**config.mk**
```make
export PLATFORM = sky130hd
export DESIGN_NAME = lpclk_ctrl
export DESIGN_NICKNAME = d
export VERILOG_FILES = /design/src/rtl/lpclk_pkg.sv /design/src/rtl/lpclk_divider.sv /design/src/rtl/lpclk_pwr_fsm.sv /design/src/rtl/lpclk_regs.sv /design/src/rtl/lpclk_ctrl.sv
export SDC_FILE = /design/constraint.sdc
export NUM_CORES = 1
export LEC_CHECK = 0
export BUFFER_PORTS_ARGS = -buffer_cell sky130_fd_sc_hd__buf_2
export CORE_MARGIN = 2
export CORE_UTILIZATION = 40
export CTS_BUF_LIST = sky130_fd_sc_hd__clkbuf_2
export CTS_CLUSTER_DIAMETER = 200
export DETAILED_ROUTE_END_ITERATION = 7
export PLACE_DENSITY = 0.72
export SLEW_MARGIN = 10
export SYNTH_ARGS = -nofsm -noshare
export SYNTH_HDL_FRONTEND = slang
export SYNTH_SLANG_ARGS = --single-unit
export TNS_END_PERCENT = 20
```
**constraint.sdc**
```tcl
create_clock -name clk -period 2.9 [get_ports clk]
set_input_delay 0 -clock clk [delete_from_list [all_inputs] [get_ports clk]]
set_output_delay 0 -clock clk [all_outputs]
set_load 0.05 [all_outputs]
```
**src/rtl/lpclk_pkg.sv**
```systemverilog
package lpclk_pkg;

  typedef enum logic [1:0] {
    PS_RUN  = 2'd0,
    PS_WAIT = 2'd1,
    PS_STOP = 2'd2,
    PS_WAKE = 2'd3
  } pstate_e;

  // Field positions inside the two control registers
  localparam int unsigned C0_DIV8_BIT  = 6;
  localparam int unsigned C0_PSTOP_BIT = 5;
  localparam int unsigned C1_STOP_BIT  = 0;
  localparam int unsigned C1_DHI_LSB   = 6;

  localparam logic [7:0] C0_RESET = 8'h40;
  localparam logic [7:0] C1_RESET = 8'h00;
  localparam logic [2:0] K_DIV8   = 3'd3;

  // log2 of the core ratio selected by the register fields
  function automatic logic [2:0] core_shift(input logic div8, input logic [1:0] dhi);
    logic [2:0] k;
    if (div8) begin
      k = K_DIV8;
    end else begin
      unique case (dhi)
        2'd0:    k = 3'd0;
        2'd1:    k = 3'd1;
        2'd2:    k = 3'd2;
        default: k = 3'd4;
      endcase
    end
    return k;
  endfunction

  // true when the low k bits of the count are all ones
  function automatic logic is_tick(input logic [7:0] cnt, input logic [2:0] k);
    logic [7:0] mask;
    mask = (8'd1 << k) - 8'd1;
    return (cnt & mask) == mask;
  endfunction

endpackage

```
**src/rtl/lpclk_divider.sv**
```systemverilog
module lpclk_divider
  import lpclk_pkg::*;
#(
  parameter int unsigned NPER = 6
) (
  input  logic            clk,
  input  logic            rst_n,
  input  logic            hold,
  input  logic [2:0]      want_k,
  output logic [NPER-2:0] cnt_q,
  output logic [2:0]      act_k_q,
  output logic            wrap,
  output logic            core_tick,
  output logic [NPER-1:0] per_tick
);

  assign wrap      = &cnt_q;
  assign core_tick = is_tick(8'(cnt_q), act_k_q);

  for (genvar i = 0; i < NPER; i++) begin : g_per
    assign per_tick[i] = is_tick(8'(cnt_q), 3'(i));
  end

  // counter frozen at zero while the oscillator is off or settling;
  // ratio changes adopted only at the common boundary
  always_ff @(posedge clk or negedge rst_n) begin
    if (!rst_n) begin
      cnt_q   <= '0;
      act_k_q <= K_DIV8;
    end else if (hold) begin
      cnt_q   <= '0;
      act_k_q <= want_k;
    end else begin
      cnt_q <= cnt_q + 1'b1;
      if (wrap) act_k_q <= want_k;
    end
  end

endmodule

```
**src/rtl/lpclk_pwr_fsm.sv**
```systemverilog
module lpclk_pwr_fsm
  import lpclk_pkg::*;
#(
  parameter int unsigned WAKE_CYCLES = 256
) (
  input  logic    clk,
  input  logic    rst_n,
  input  logic    stop_req,
  input  logic    wait_req,
  input  logic    irq_req,
  input  logic    irq_src_en,
  input  logic    gie,
  output pstate_e state_q,
  output logic    wake_ok,
  output logic    stop_entry,
  output logic    wait_entry
);

  localparam int unsigned WW = (WAKE_CYCLES > 1) ? $clog2(WAKE_CYCLES) : 1;
  localparam logic [WW-1:0] WK_LAST = WW'(WAKE_CYCLES - 1);

  logic          gie_q;
  logic [WW-1:0] wk_q;
  pstate_e       state_d;

  assign wake_ok    = irq_req && irq_src_en && gie_q;
  assign stop_entry = (state_q == PS_RUN) && stop_req;
  assign wait_entry = (state_q == PS_RUN) && wait_req && !stop_req;

  always_comb begin
    state_d = state_q;
    unique case (state_q)
      PS_RUN: begin
        if (stop_entry)      state_d = PS_STOP;
        else if (wait_entry) state_d = PS_WAIT;
      end
      PS_WAIT: if (wake_ok)              state_d = PS_RUN;
      PS_STOP: if (wake_ok)              state_d = PS_WAKE;
      default: if (wk_q == WK_LAST)      state_d = PS_RUN;
    endcase
  end

  always_ff @(posedge clk or negedge rst_n) begin
    if (!rst_n) begin
      state_q <= PS_RUN;
      gie_q   <= 1'b0;
      wk_q    <= '0;
    end else begin
      state_q <= state_d;
      if (state_q == PS_RUN) gie_q <= gie;
      if (state_q == PS_WAKE && wk_q != WK_LAST) wk_q <= wk_q + 1'b1;
      else                                       wk_q <= '0;
    end
  end

endmodule

```
**src/rtl/lpclk_regs.sv**
```systemverilog
module lpclk_regs
  import lpclk_pkg::*;
(
  input  logic       clk,
  input  logic       rst_n,
  input  logic       accept,
  input  logic       we,
  input  logic       sel,
  input  logic [7:0] wdata,
  input  logic       force_div8,
  output logic [7:0] ctl0_q,
  output logic [7:0] ctl1_q
);

  always_ff @(posedge clk or negedge rst_n) begin
    if (!rst_n) begin
      ctl0_q <= C0_RESET;
      ctl1_q <= C1_RESET;
    end else begin
      if (accept && we) begin
        if (!sel) ctl0_q <= wdata;
        else      ctl1_q <= wdata & ~(8'd1 << C1_STOP_BIT);
      end
      if (force_div8) ctl0_q[C0_DIV8_BIT] <= 1'b1;
    end
  end

endmodule

```
**src/rtl/lpclk_ctrl.sv**
```systemverilog
module lpclk_ctrl
  import lpclk_pkg::*;
#(
  parameter int unsigned NPER        = 6,
  parameter int unsigned WAKE_CYCLES = 256
) (
  input  logic            clk,
  input  logic            rst_n,
  input  logic            reg_we,
  input  logic            reg_sel,
  input  logic [7:0]      reg_wdata,
  input  logic            wait_strobe,
  input  logic            irq_req,
  input  logic            irq_src_en,
  input  logic            gie,
  output logic            core_ce,
  output logic [NPER-1:0] per_ce,
  output logic            adc_ce,
  output logic            wdt_ce,
  output logic            osc_en
);

  pstate_e         state_q;
  logic            wake_ok, stop_entry, wait_entry;
  logic            stop_req, in_run, hold, per_run;
  logic [7:0]      ctl0_q, ctl1_q;
  logic [2:0]      want_k, act_k_q;
  logic [NPER-2:0] cnt_q;
  logic            wrap, core_tick;
  logic [NPER-1:0] per_tick;
  logic            unused_bits;

  assign stop_req = reg_we && reg_sel && reg_wdata[C1_STOP_BIT];
  assign in_run   = (state_q == PS_RUN);
  assign hold     = (state_q == PS_STOP) || (state_q == PS_WAKE);
  assign want_k   = core_shift(ctl0_q[C0_DIV8_BIT], ctl1_q[C1_DHI_LSB +: 2]);
  assign per_run  = in_run || ((state_q == PS_WAIT) && !ctl0_q[C0_PSTOP_BIT]);
  assign unused_bits = ^{ctl0_q[7], ctl0_q[4:0], ctl1_q[5:0], wrap};

  lpclk_pwr_fsm #(.WAKE_CYCLES(WAKE_CYCLES)) u_fsm (
    .clk        (clk),
    .rst_n      (rst_n),
    .stop_req   (stop_req),
    .wait_req   (wait_strobe),
    .irq_req    (irq_req),
    .irq_src_en (irq_src_en),
    .gie        (gie),
    .state_q    (state_q),
    .wake_ok    (wake_ok),
    .stop_entry (stop_entry),
    .wait_entry (wait_entry)
  );

  lpclk_regs u_regs (
    .clk        (clk),
    .rst_n      (rst_n),
    .accept     (in_run),
    .we         (reg_we),
    .sel        (reg_sel),
    .wdata      (reg_wdata),
    .force_div8 (stop_entry),
    .ctl0_q     (ctl0_q),
    .ctl1_q     (ctl1_q)
  );

  lpclk_divider #(.NPER(NPER)) u_div (
    .clk       (clk),
    .rst_n     (rst_n),
    .hold      (hold),
    .want_k    (want_k),
    .cnt_q     (cnt_q),
    .act_k_q   (act_k_q),
    .wrap      (wrap),
    .core_tick (core_tick),
    .per_tick  (per_tick)
  );

  assign core_ce = in_run && core_tick;
  assign per_ce  = per_run ? per_tick : '0;
  assign adc_ce  = per_run;
  assign wdt_ce  = in_run;
  assign osc_en  = (state_q != PS_STOP);

endmodule

```
==> flow_summary_export.csv <==
group,metric,value,unit
run_status,status,"complete, no violations",
grt,grt_pass1_wl,4020,um
die,fp.dieH,57.6,um
power_and_ir_drop,ir_drop,333,uV
final_layout,fillers,251,
synthesis,syn-num-nets,134,
clock_network,cts_buffers,3,
grt,grt_overflow,0,
final_layout,multiInputGateArea,526,um2
die,core,0.00273,mm2
clock_network,cts_tree,"yes",
critical_path,start_kind,"register",
placed_design,port_buffers,21,
detailed_routing,drt_iter0_drc,29,
final_layout,final_nets,168,
timing,tns,0,ns
grt,antenna_found_initial,0,
synthesis,synth_edf_count,0,
final_layout,fin_util,51.4,%
timing,worst_pin_slew,0.504,ns
final_layout,layout.area.seq,579,um2
timing,min_period,2.02,ns
synthesis,synth_cell_types,34,
detailed_routing,drc,0,
timing,min_period_over_period,69.6,%
die,rows,19,
placed_design,placed_cell_area,0.00127,mm2
timing,setup_violations,0,
synthesis,synth_top_area_share,43.6,%
die,io-pin-count,26,
synthesis,synthArstFlopShare,100,%
grt,first_global_vias,907,
critical_path,worstPathRequired,3.21,ns
synthesis,synth_ff_type,"dfrtp_1",
clock_network,clock-root-buffer,"clkbuf_2",
final_layout,fin_area,0.00141,mm2
detailed_routing,wl_per_cell,13.7,um
power_and_ir_drop,powerDensity,350,mW/mm2
placed_design,hpwl,1680,um
timing,relSlewSlack,66.4,%
synthesis,netlist_area,0.00115,mm2
final_layout,drive_above_1_share,23.8,%
timing,fin_skew,0.0202,ns
synthesis,synth_seq_cells,23,
power_and_ir_drop,power.leakage,0.696,nW
worst_hold_path,hp-class,"in2reg",
synthesis,synth_top_area_cell,"dfrtp_1",
placed_design,dpl_worst_slack,1.24,ns
timing,fin_ws,0.883,ns
detailed_routing,final_antenna_net_count,0,
critical_path,cp_max_fo,14,
critical_path,cp-end-kind,"register",
placed_design,gp_congestion,0.761,
critical_path,path_cells,"or3b_2 > a21oi_1 > o32a_1 > dlygate4sd3_1",
detailed_routing,dr.pass1.iters,4,
synthesis,yosysSeqAreaShare,50.5,%
grt,grt_max_degree,24,
clock_network,clk_latency,0.35,ns
clock_network,cts_sinks,23,
final_layout,antenna_cells,0,
synthesis,synthCells,114,
die,die-area,0.00331,mm2
synthesis,synthTopCellsByArea,"dfrtp_1, dfstp_2, ha_1",
flow_run,drv_cap,0,
die,initial_core_util,42.0,%
final_layout,area_growth,22.5,%
critical_path,path_class,"reg2reg",
clock_network,cts.path.max_buffers,2,
die,die_x,57.6,um
synthesis,syn_area_per_cell,10.1,um2
timing,finalHoldViolCount,0,
critical_path,slowest_delay,0.58,ns
power_and_ir_drop,power,0.491,mW
detailed_routing,routed_via_density,5.44,
critical_path,crit_slowest_cell,"dfrtp_1",
detailed_routing,route.vias.total,969,
synthesis,ys_warn_count,0,
timing,drv_slew,0,
timing,rsz0062_at_grt,"false",
clock_network,clkTransAtPathRegs,0.23,ns
grt,track_usage,16.1,%
detailed_routing,drt_wl_total,2440,um
clock_network,cts_setup_buffers,0,
timing,fmax,496,MHz
clock_network,htreeDepth,1,
critical_path,arrival,2.33,ns
[critical path: cells and delay by family, from the launching register on]
family / cells / cell delay (ns)
AOI/OAI and AO/OA: 2 / 0.32
buffers and inverters: 1 / 0.54
DFF: 1 / 0.58
and+or+nand+nor: 1 / 0.56
[timing repair]
item	4_1_cts	5_1_grt
hold endpoints to repair	30	0
hold buffers	11	0
resized for setup	0	0
[path summary, 6_finish.rpt]
kind	start	endpoint	slack, ns	cells after the start
min	irq_src_en	u_fsm.state_q[0]	0.04	4
max	u_fsm.state_q[1]	u_regs.ctl0_q[6]	0.88	4
max reg2reg	u_fsm.state_q[1]	u_regs.ctl0_q[6]	0.88	4
min reg2reg	u_div.act_k_q[0]	u_div.act_k_q[0]	0.51	2
max in group asynchronous	rst_n	u_div.act_k_q[1]	2.42	2
min in group asynchronous	rst_n	u_div.cnt_q[1]	0.11	2
[cell usage after synthesis, types with 2 or more instances]
library cell,count
nor2b_1,5
o31ai_1,2
dfstp_2,3
mux2_2,4
inv_1,7
o21ai_0,6
ha_1,4
and2_1,4
dfrtp_1,20
and3_1,3
nand2_1,6
nor2_1,11
nand3_1,8
a21oi_1,9
xor2_1,3
[routing by layer]
layer  vias to the layer above  wire length (um)  part of all wire [%]  track usage, %
met2                        30              1300                    53            27.9
met5                         -                 0                     0               0
met4                         0                60                   2.5            5.98
met1                       463               967                    40            18.6
met3                         9               115                   4.7            4.76
li1                        467                 -                     -               -
[placed cells by master, fill, tap and decap left out]
cell type,Yosys,final
or3b_2,1,1
nor2b_1,5,5
or4_1,1,1
dfrtp_1,20,20
nor3_1,1,1
mux2_2,4,4
nand3b_1,1,1
nand2_1,6,6
o32a_1,1,1
mux2i_1,1,1
nor2_1,11,11
a21oi_1,9,9
inv_1,7,7
ha_1,4,4
clkinv_2,0,1
a41o_1,1,1
nand4_1,1,1
a21o_1,1,1
o41ai_1,1,1
and3_1,3,3
or3_1,1,1
xnor2_1,1,1
nand3_1,8,8
dfstp_2,3,3
dlygate4sd3_1,0,11
buf_2,1,21
xor2_1,3,3
clkbuf_2,0,3
nand2b_1,1,1
nand4_2,1,1
o31ai_1,2,2
o21ai_0,6,6
o211a_1,1,1
and2_1,4,4
and4_2,1,1
[registers in the layout, summed over array words and instances (netlist names)]
name / flops
u_fsm.state_q: 2
u_fsm.wk_q: 8
u_regs.ctl1_q: 2
u_fsm.gie_q: 1
u_div.act_k_q: 3
u_regs.ctl0_q: 2
u_div.cnt_q: 5
[power breakdown]
part           internal (mW)  switching [mW]  total, mW
sequential             0.327         0.00304      0.330
combinational         0.0177          0.0141     0.0317
clock                 0.0312          0.0982      0.129
[per-stage QoR]
| stage | hold WS, ns | cells |
|---|---|---|
| finish | 0.0413 | 178 |
| global route | 0.0572 | 178 |
| CTS | 0.0252 | 178 |
| detailed placement | 0.00582 | 163 |
| global placement | -0.00658 | 163 |
| floorplan | -0.296 | 114 |
[final cells by class]
| cell class | count | share of cell area, % |
|---|---|---|
| multi-input cells | 81 | 37.4 |
| clock buffers | 3 | 1.07 |
| repair buffers | 32 | 15.3 |
| flip-flops and latches | 23 | 41.2 |
| well taps | 31 | 2.76 |
| clock inverters | 1 | 0.356 |
| inverters | 7 | 1.87 |
[logic make-up (layout without fill, tap and decap cells)]
family          after synthesis  after routing  share of synthesized area (%)
fa+ha+maj                     4              4                           4.36
mux                           5              5                           4.80
simple gates                 46             46                           21.7
buf+inv                      10             43                           3.71
compound gates               22             22                           11.9
flops                        23             23                           50.5
xor+xnor                      4              4                           3.05
Power figures use the tool's default switching activity.
